`src/rtl/sib_net_pkg.sv`:
```
package sib_net_pkg;
  localparam int INST_W = 8;
  localparam int CTRL_W = 4;
  localparam int N_INST = 2;

  typedef struct packed {
    logic cap;
    logic shf;
    logic upd;
  } scan_ctl_t;
endpackage

```
`src/rtl/scan_reg.sv`:
```
module scan_reg #(
  parameter int W = 8
) (
  input  logic                  clk,
  input  logic                  rst_n,
  input  logic                  sel,
  input  sib_net_pkg::scan_ctl_t ctl,
  input  logic                  si,
  output logic                  so,
  output logic [W-1:0]          hold
);
  logic [W-1:0] sr_q, hr_q, sr_nxt;

  generate
    if (W == 1) begin : g_bit
      assign sr_nxt = si;
    end else begin : g_vec
      assign sr_nxt = {si, sr_q[W-1:1]};
    end
  endgenerate

  always_ff @(posedge clk or negedge rst_n) begin
    if (!rst_n) begin
      sr_q <= '0;
      hr_q <= '0;
    end else if (sel) begin
      if (ctl.cap)      sr_q <= hr_q;
      else if (ctl.shf) sr_q <= sr_nxt;
      if (ctl.upd)      hr_q <= sr_q;
    end
  end

  assign so   = sr_q[0];
  assign hold = hr_q;

  // an unselected or idle stage keeps its contents
  assert_hold_keep_R8: assert property (@(posedge clk) disable iff (!rst_n)
    !(sel && ctl.upd) |=> $stable(hold));
  assert_shift_keep_R9: assert property (@(posedge clk) disable iff (!rst_n)
    !(sel && (ctl.cap || ctl.shf)) |=> $stable(sr_q));
endmodule

```
`src/rtl/sib_cell.sv`:
```
module sib_cell (
  input  logic                  clk,
  input  logic                  rst_n,
  input  logic                  sel,
  input  sib_net_pkg::scan_ctl_t ctl,
  input  logic                  si,
  input  logic                  seg_so,
  output logic                  so,
  output logic                  open
);
  logic path_in;
  logic bit_hold;

  assign path_in = open ? seg_so : si;

  scan_reg #(.W(1)) u_bit (
    .clk   (clk),
    .rst_n (rst_n),
    .sel   (sel),
    .ctl   (ctl),
    .si    (path_in),
    .so    (so),
    .hold  (bit_hold)
  );

  assign open = bit_hold;

  // a closed bit bypasses its segment
  assert_closed_bypass_R6: assert property (@(posedge clk) disable iff (!rst_n)
    (sel && ctl.shf && !ctl.cap && !open) |=> (so == $past(si)));
endmodule

```
`src/rtl/sri_segment.sv`:
```
module sri_segment
  import sib_net_pkg::*;
(
  input  logic                             clk,
  input  logic                             rst_n,
  input  logic                             sel,
  input  scan_ctl_t                        ctl,
  input  logic                             si,
  output logic                             so,
  output logic [N_INST-1:0][INST_W-1:0]    inst_ctrl,
  output logic [CTRL_W-1:0]                core_ctrl
);
  logic [N_INST:0]   link;
  logic [N_INST-1:0] reg_so;
  logic [N_INST-1:0] open;

  assign link[0] = si;

  generate
    for (genvar i = 0; i < N_INST; i++) begin : g_inst
      scan_reg #(.W(INST_W)) u_reg (
        .clk   (clk),
        .rst_n (rst_n),
        .sel   (sel & open[i]),
        .ctl   (ctl),
        .si    (link[i]),
        .so    (reg_so[i]),
        .hold  (inst_ctrl[i])
      );
      sib_cell u_sib (
        .clk    (clk),
        .rst_n  (rst_n),
        .sel    (sel),
        .ctl    (ctl),
        .si     (link[i]),
        .seg_so (reg_so[i]),
        .so     (link[i+1]),
        .open   (open[i])
      );
    end
  endgenerate

  scan_reg #(.W(CTRL_W)) u_ctrl (
    .clk   (clk),
    .rst_n (rst_n),
    .sel   (sel),
    .ctl   (ctl),
    .si    (link[N_INST]),
    .so    (so),
    .hold  (core_ctrl)
  );
endmodule

```
`src/rtl/sib_net_top.sv`:
```
module sib_net_top
  import sib_net_pkg::*;
(
  input  logic              clk,
  input  logic              rst_n,
  input  logic              net_sel,
  input  logic              cap_en,
  input  logic              shf_en,
  input  logic              upd_en,
  input  logic              scan_in,
  output logic              scan_out,
  output logic              sti_open,
  output logic              sri_open,
  output logic [INST_W-1:0] inst_a_ctrl,
  output logic [INST_W-1:0] inst_b_ctrl,
  output logic [CTRL_W-1:0] core_ctrl
);
  scan_ctl_t ctl;
  logic      sti_so;
  logic      seg_so;
  logic [N_INST-1:0][INST_W-1:0] inst_ctrl;

  assign ctl = '{cap: cap_en, shf: shf_en, upd: upd_en};

  // scan-tested group: its segment lies outside this block, so the bit loops on itself
  sib_cell u_sti (
    .clk    (clk),
    .rst_n  (rst_n),
    .sel    (net_sel),
    .ctl    (ctl),
    .si     (scan_in),
    .seg_so (scan_in),
    .so     (sti_so),
    .open   (sti_open)
  );

  sri_segment u_seg (
    .clk       (clk),
    .rst_n     (rst_n),
    .sel       (net_sel & sri_open),
    .ctl       (ctl),
    .si        (sti_so),
    .so        (seg_so),
    .inst_ctrl (inst_ctrl),
    .core_ctrl (core_ctrl)
  );

  sib_cell u_sri (
    .clk    (clk),
    .rst_n  (rst_n),
    .sel    (net_sel),
    .ctl    (ctl),
    .si     (sti_so),
    .seg_so (seg_so),
    .so     (scan_out),
    .open   (sri_open)
  );

  assign inst_a_ctrl = inst_ctrl[0];
  assign inst_b_ctrl = inst_ctrl[1];

  // children of a closed parent never update
  assert_child_gate_R4: assert property (@(posedge clk) disable iff (!rst_n)
    !sri_open |=> ($stable(inst_a_ctrl) && $stable(inst_b_ctrl) && $stable(core_ctrl)));
  // a deselected network holds its top bits
  assert_desel_keep_R8: assert property (@(posedge clk) disable iff (!rst_n)
    !net_sel |=> ($stable(sti_open) && $stable(sri_open)));
endmodule

```
`config.mk`:
```
export PLATFORM = sky130hd
export DESIGN_NAME = sib_net_top
export DESIGN_NICKNAME = d
export VERILOG_FILES = /design/src/rtl/sib_net_pkg.sv /design/src/rtl/scan_reg.sv /design/src/rtl/sib_cell.sv /design/src/rtl/sri_segment.sv /design/src/rtl/sib_net_top.sv
export SDC_FILE = /design/constraint.sdc
export NUM_CORES = 1
export LEC_CHECK = 0
export ABC_AREA = 1
export CORE_UTILIZATION = 45
export DETAILED_ROUTE_END_ITERATION = 10
export GPL_ROUTABILITY_DRIVEN = 0
export PLACE_DENSITY = 0.78
export SLEW_MARGIN = 20
export SYNTH_ARGS = -nofsm -noshare
export SYNTH_HDL_FRONTEND = slang
export SYNTH_HIERARCHICAL = 1
export SYNTH_SLANG_ARGS = --single-unit
```
`constraint.sdc`:
```
create_clock -name clk -period 4.2 [get_ports clk]
set_input_delay 0.84 -clock clk [delete_from_list [all_inputs] [get_ports clk]]
set_output_delay 0.84 -clock clk [all_outputs]
set_load 0.1 [all_outputs]
```
* Word-level counts from Yosys, hierarchy flattened *
Index checks and enable logic that the tools add are counted.

storage, ports and cells
  bits in registers = 48
  bits of input ports = 7

operators by class
  mux-type cells = 17
  bitwise logic cells = 3
  reductions and logical operators = 9

operators with widths
  kind                 count
  two-way mux 8 bit    4
  AND reduction 2 bit  8
  two-way mux 1 bit    11
  two-way mux 4 bit    2
  AND 1 bit            3
  nonzero test 2 bit   1

* Longest topological paths before layout *
  word-level depth = 3
  mapped depth = 8
  gate-level depth less buffers = 8

* Modules after synthesis *
The synthesis kept the hierarchy.

by module, submodules not included
  module                                       instances  cells each  area each (sq um)  sequential area each (sq um)
  scan_reg at u_seg.g_inst[0].u_reg ...        2          97          742.0              400.4
  scan_reg at u_seg.g_inst[0].u_sib.u_bit ...  4          17          108.9              50.0
  scan_reg at u_seg.u_ctrl                     1          50          371.6              200.2
  sib_cell                                     4          4           15.0               0.0
  sri_segment                                  1          4           15.0               0.0
  sib_net_top                                  1          2           7.5                0.0

* Worst setup path before layout *
OpenSTA, ideal clock, no wires.

  path kind = register -> register
  from = register u_sri.u_bit.hr_q (netlist: u_sri/u_bit/hold)
  to = register u_seg.g_inst[0].u_reg.hr_q[6]
  library setup time = 0.122 ns
  data arrival time = 1.946 ns
  path slack = 2.132 ns
  cell stages (with the launch flop) = 9
  buffers on the path = 1
  clock period less this slack = 2.068 ns
  path through = dfrtp_1 > nand2_1 > inv_1 > nand2_1 > inv_1 > buf_4 > nand2_1 > nand2_1 > nand2_1

between the ends
  word-level cells in the longest chain between the ends = 3

ends and longest elaborated chain
  element                        line               source
  start: declaration             scan_reg.sv:12     logic [W-1:0] sr_q, hr_q, sr_nxt;
  start signal: assignment       scan_reg.sv:29     if (ctl.upd) hr_q <= sr_q;
  AND 1 bit                      sib_net_top.sv:40  .sel (net_sel & sri_open),
  AND 1 bit                      sri_segment.sv:24  .sel (sel & open[i]),
  AND reduction 2 bit (no line)  -
  end signal: assignment         scan_reg.sv:29
  end: declaration               scan_reg.sv:12

No other way between the ends.
A chain may end at the register's enable or synchronous reset.

* Worst setup path in the final report *
  from = register u_sri.u_bit.hr_q (netlist: u_sri/u_bit/hold)
  to = output port sri_open

RTL lines
  element           line               source
  end: declaration  sib_net_top.sv:13  output logic sri_open,

No word-level cell between the ends.

==> flow_summary_export.csv <==
group,metric,value,unit
run_status,outcome,"completed",
cts,clock_latency,300,ps
cts,h-tree-depth,2,
route,wl_met2,2.260,mm
cts,clockBufferDepth,2,
synth,netlist_area,2374,µm²
critical_path,path_cells,"clkdlybuf4s50_1",
critical_path,crit_start,"u_sri/u_bit/hold",
critical_path,crit_type,"register to primary output",
route,wl_per_cell,11.12,µm
route,drt_iter0_drc,201,
critical_path,cp.buffers_inverters,1,
synth,synth_top_area_share,50.61,%
critical_path,r2r-start,"u_sri/u_bit/hold",
timing,final.period_utilization,64.90,%
timing,rsz0062_at_grt,"no",
layout,nets,374,
critical_path,cp.arrival,1890,ps
floorplanning,rows,26,
power_and_ir_drop,p_switching,0.3008,mW
layout,antenna_cells,0,
timing,drv_slew,0,
timing,tns,0,ps
timing,setup_viol,0,
power_and_ir_drop,swShare,29.94,%
power_and_ir_drop,combPwrFrac,16.4,%
cts,cts.sinks,48,
synth,syn_inst,334,
grt,antenna_found_initial,0,
route,drtAntennaViolNets,0,
grt,grt_usage,19.71,%
route,vias_per_cell,4.792,
cts,cts_resized,0,
layout,drive_above_1_share,5.707,%
critical_path,worst_setup_path_end_kind,"primary output",
floorplanning,die_w,74.63,µm
route,drt_wl_total,4.871,mm
grt,grt_pass1_vias,1858,
power_and_ir_drop,clkPwrFrac,33.2,%
placed_design,port_buffers,29,
cts,postCtsSetupRepairBufs,0,
timing,finalCriticalPeriod,2726,ps
critical_path,crit_required,3360,ps
timing,slew_headroom,34.61,%
synth,avgSynthCellArea,7.106,µm²
min_path,hold_start,"u_seg/g_inst[0].u_reg/hold[4]",
layout,syn2layout_area_growth,19.24,%
power_and_ir_drop,p_leak,1.587,nW
flow_run,drv_cap,0,
synth,yosys.area.top_type,"dfrtp_1",
synth,ys_ff_latch,48,
power_and_ir_drop,p_seq_share,50.4,%
timing,max_freq,366.9,MHz
synth,ys_types,14,
route,vias,2099,
route,dr_wl_met3,220,µm
floorplanning,dieArea,5569,µm²
synth,synth_area_leaders,"dfrtp_1 51%, nand2_1 34%, nand3_1 5.1%",
power_and_ir_drop,vdd_drop_max,0.1578,mV
cts,cts-root-buf,"clkbuf_8",
power_and_ir_drop,p_int,0.7038,mW
timing,hold_violations,0,
synth,synthesis.nets,341,
placed_design,hpwlAfterDp,3.260,mm
critical_path,path_delay_family,"buffers and inverters",
power_and_ir_drop,p_per_area,355.0,nW/µm²
cts,clkTransAtPathRegs,90,ps
timing,skew,6.183,ps
grt,grt_overflow_total,0,
critical_path,critical-path-slowest-cell,"clkdlybuf4s50_1",
critical_path,startpoint_type,"register",
cts,cts_buffers,5,
route,met1_length,2.325,mm
critical_path,crit_fanout,6,
route,drc_errors,0,
synth,ys_seq_area_share,50.61,%
layout,nFillCells,484,
route,routed.top_layer,"met4",
timing,tightest_slew,977.8,ps
cts,cts_hold_buf,0,
grt,grt_max_degree,49,
cts,tritoncts,"built",
floorplanning,die_h,74.63,µm
synth,yosysWarnings,6,
timing,whs,499.3,ps
grt,grt_pass1_wl,8.224,mm
floorplanning,io-pin-count,30,
floorplanning,start_util,46.47,%
floorplanning,core,5107,µm²
critical_path,crit_path_max_incr_delay,1160,ps
route,firstDrtPassIters,4,
min_path,hold_class,"register to register",
## layout by cell type (no fill, tap or decap), drive strengths merged
cell type | netlist | routed
clkdlybuf4s50 | 0 | 27
clkinvlp | 0 | 1
clkbuf | 0 | 5
o21ai | 7 | 7
dfrtp | 48 | 48
clkinv | 0 | 1
nand3 | 24 | 24
bufinv | 0 | 1
buf | 6 | 5
nand2 | 214 | 214
nor2 | 14 | 14
inv | 21 | 21
## cells by family (layout without fill, tap and decap cells)
| logic type | Yosys count | after routing | share of synthesized area (%) |
|---|---|---|---|
| flip-flops | 48 | 48 | 50.61 |
| AND/OR/NAND/NOR | 252 | 252 | 41.64 |
| AO/OA/AOI/OAI | 7 | 7 | 2.425 |
| buffers and inverters | 27 | 61 | 5.324 |
## synthesized netlist by cell type
master	number
inv_1	18
nor2_1	11
buf_4	2
nand2_1	214
buf_6	2
nor2_2	2
inv_2	3
nand3_1	24
o21ai_0	4
dfrtp_1	48
buf_2	2
o21ai_1	1
o21ai_4	2
nor2_4	1
## per-layer routing
layer	GRT usage [%]	vias up
li1	-	1082
met4	6.918	0
met2	31.23	39
met5	0	-
met1	26.26	972
met3	5.221	6
## sequential cells by signal, summed over array words and instances (netlist names)
register / count
u_sti/u_bit/hold: 1
u_seg/u_ctrl/hold: 4
u_sti/u_bit/so: 1
u_seg/g_inst.u_sib/u_bit/hold: 2
u_sri/u_bit/so: 1
u_seg/g_inst.u_reg/sr_q: 16
u_seg/u_ctrl/sr_q: 4
u_sri/u_bit/hold: 1
u_seg/g_inst.u_sib/u_bit/so: 2
u_seg/g_inst.u_reg/hold: 16
## cell type report
class / instances / area (µm²) / area share (%)
Clock inverter: 3 / 42.54 / 1.503
Sequential cell: 48 / 1201 / 42.44
Tap cell: 70 / 87.58 / 3.095
Multi-Input combinational cell: 259 / 1046 / 36.96
Clock buffer: 5 / 68.82 / 2.431
Timing Repair Buffer: 32 / 305.3 / 10.79
Inverter: 21 / 78.83 / 2.785
## path summary, 6_finish.rpt
kind	cells past startpoint	slack, ps	end
min in group asynchronous	1	540	u_seg/g_inst[0].u_reg/hold[4]
worst min-delay path	2	500	u_seg/g_inst[0].u_reg/hold[4]
worst min register to register	2	500	u_seg/g_inst[0].u_reg/hold[4]
max in group asynchronous	1	3270	u_seg/g_inst[1].u_reg/sr_q[1]
worst max register to register	8	2320	u_seg/g_inst[1].u_reg/sr_q[0]
worst max-delay path	1	1470	sri_open
## power groups by stage
stage / clock network (mW) / registers [mW] / logic [mW]
6_report: 0.333 / 0.507 / 0.164
5_1_grt: 0.364 / 0.511 / 0.182
4_1_cts: 0.344 / 0.507 / 0.166
3_5_place_dp: 0 / 0.517 / 0.166
3_3_place_gp: 0 / 0.516 / 0.163
2_1_floorplan: 0 / 0.559 / 0.0694
## through the flow
| step | power, mW | utilization (%) | instances | instance area, µm² | setup WS (ps) |
|---|---|---|---|---|---|
| after floorplan | 0.6289 | - | 334 | 2374 | 2132 |
| after global placement | 0.6793 | 53.28 | 430 | 2721 | 1348 |
| after detailed placement | 0.6827 | 53.28 | 430 | 2721 | 1274 |
| after CTS | 1.018 | 55.46 | 438 | 2833 | 1447 |
| after global routing | 1.058 | 55.41 | 438 | 2830 | 1298 |
| final | 1.005 | 55.41 | 438 | 2830 | 1474 |
No activity file was read; power rests on OpenSTA's default activity.
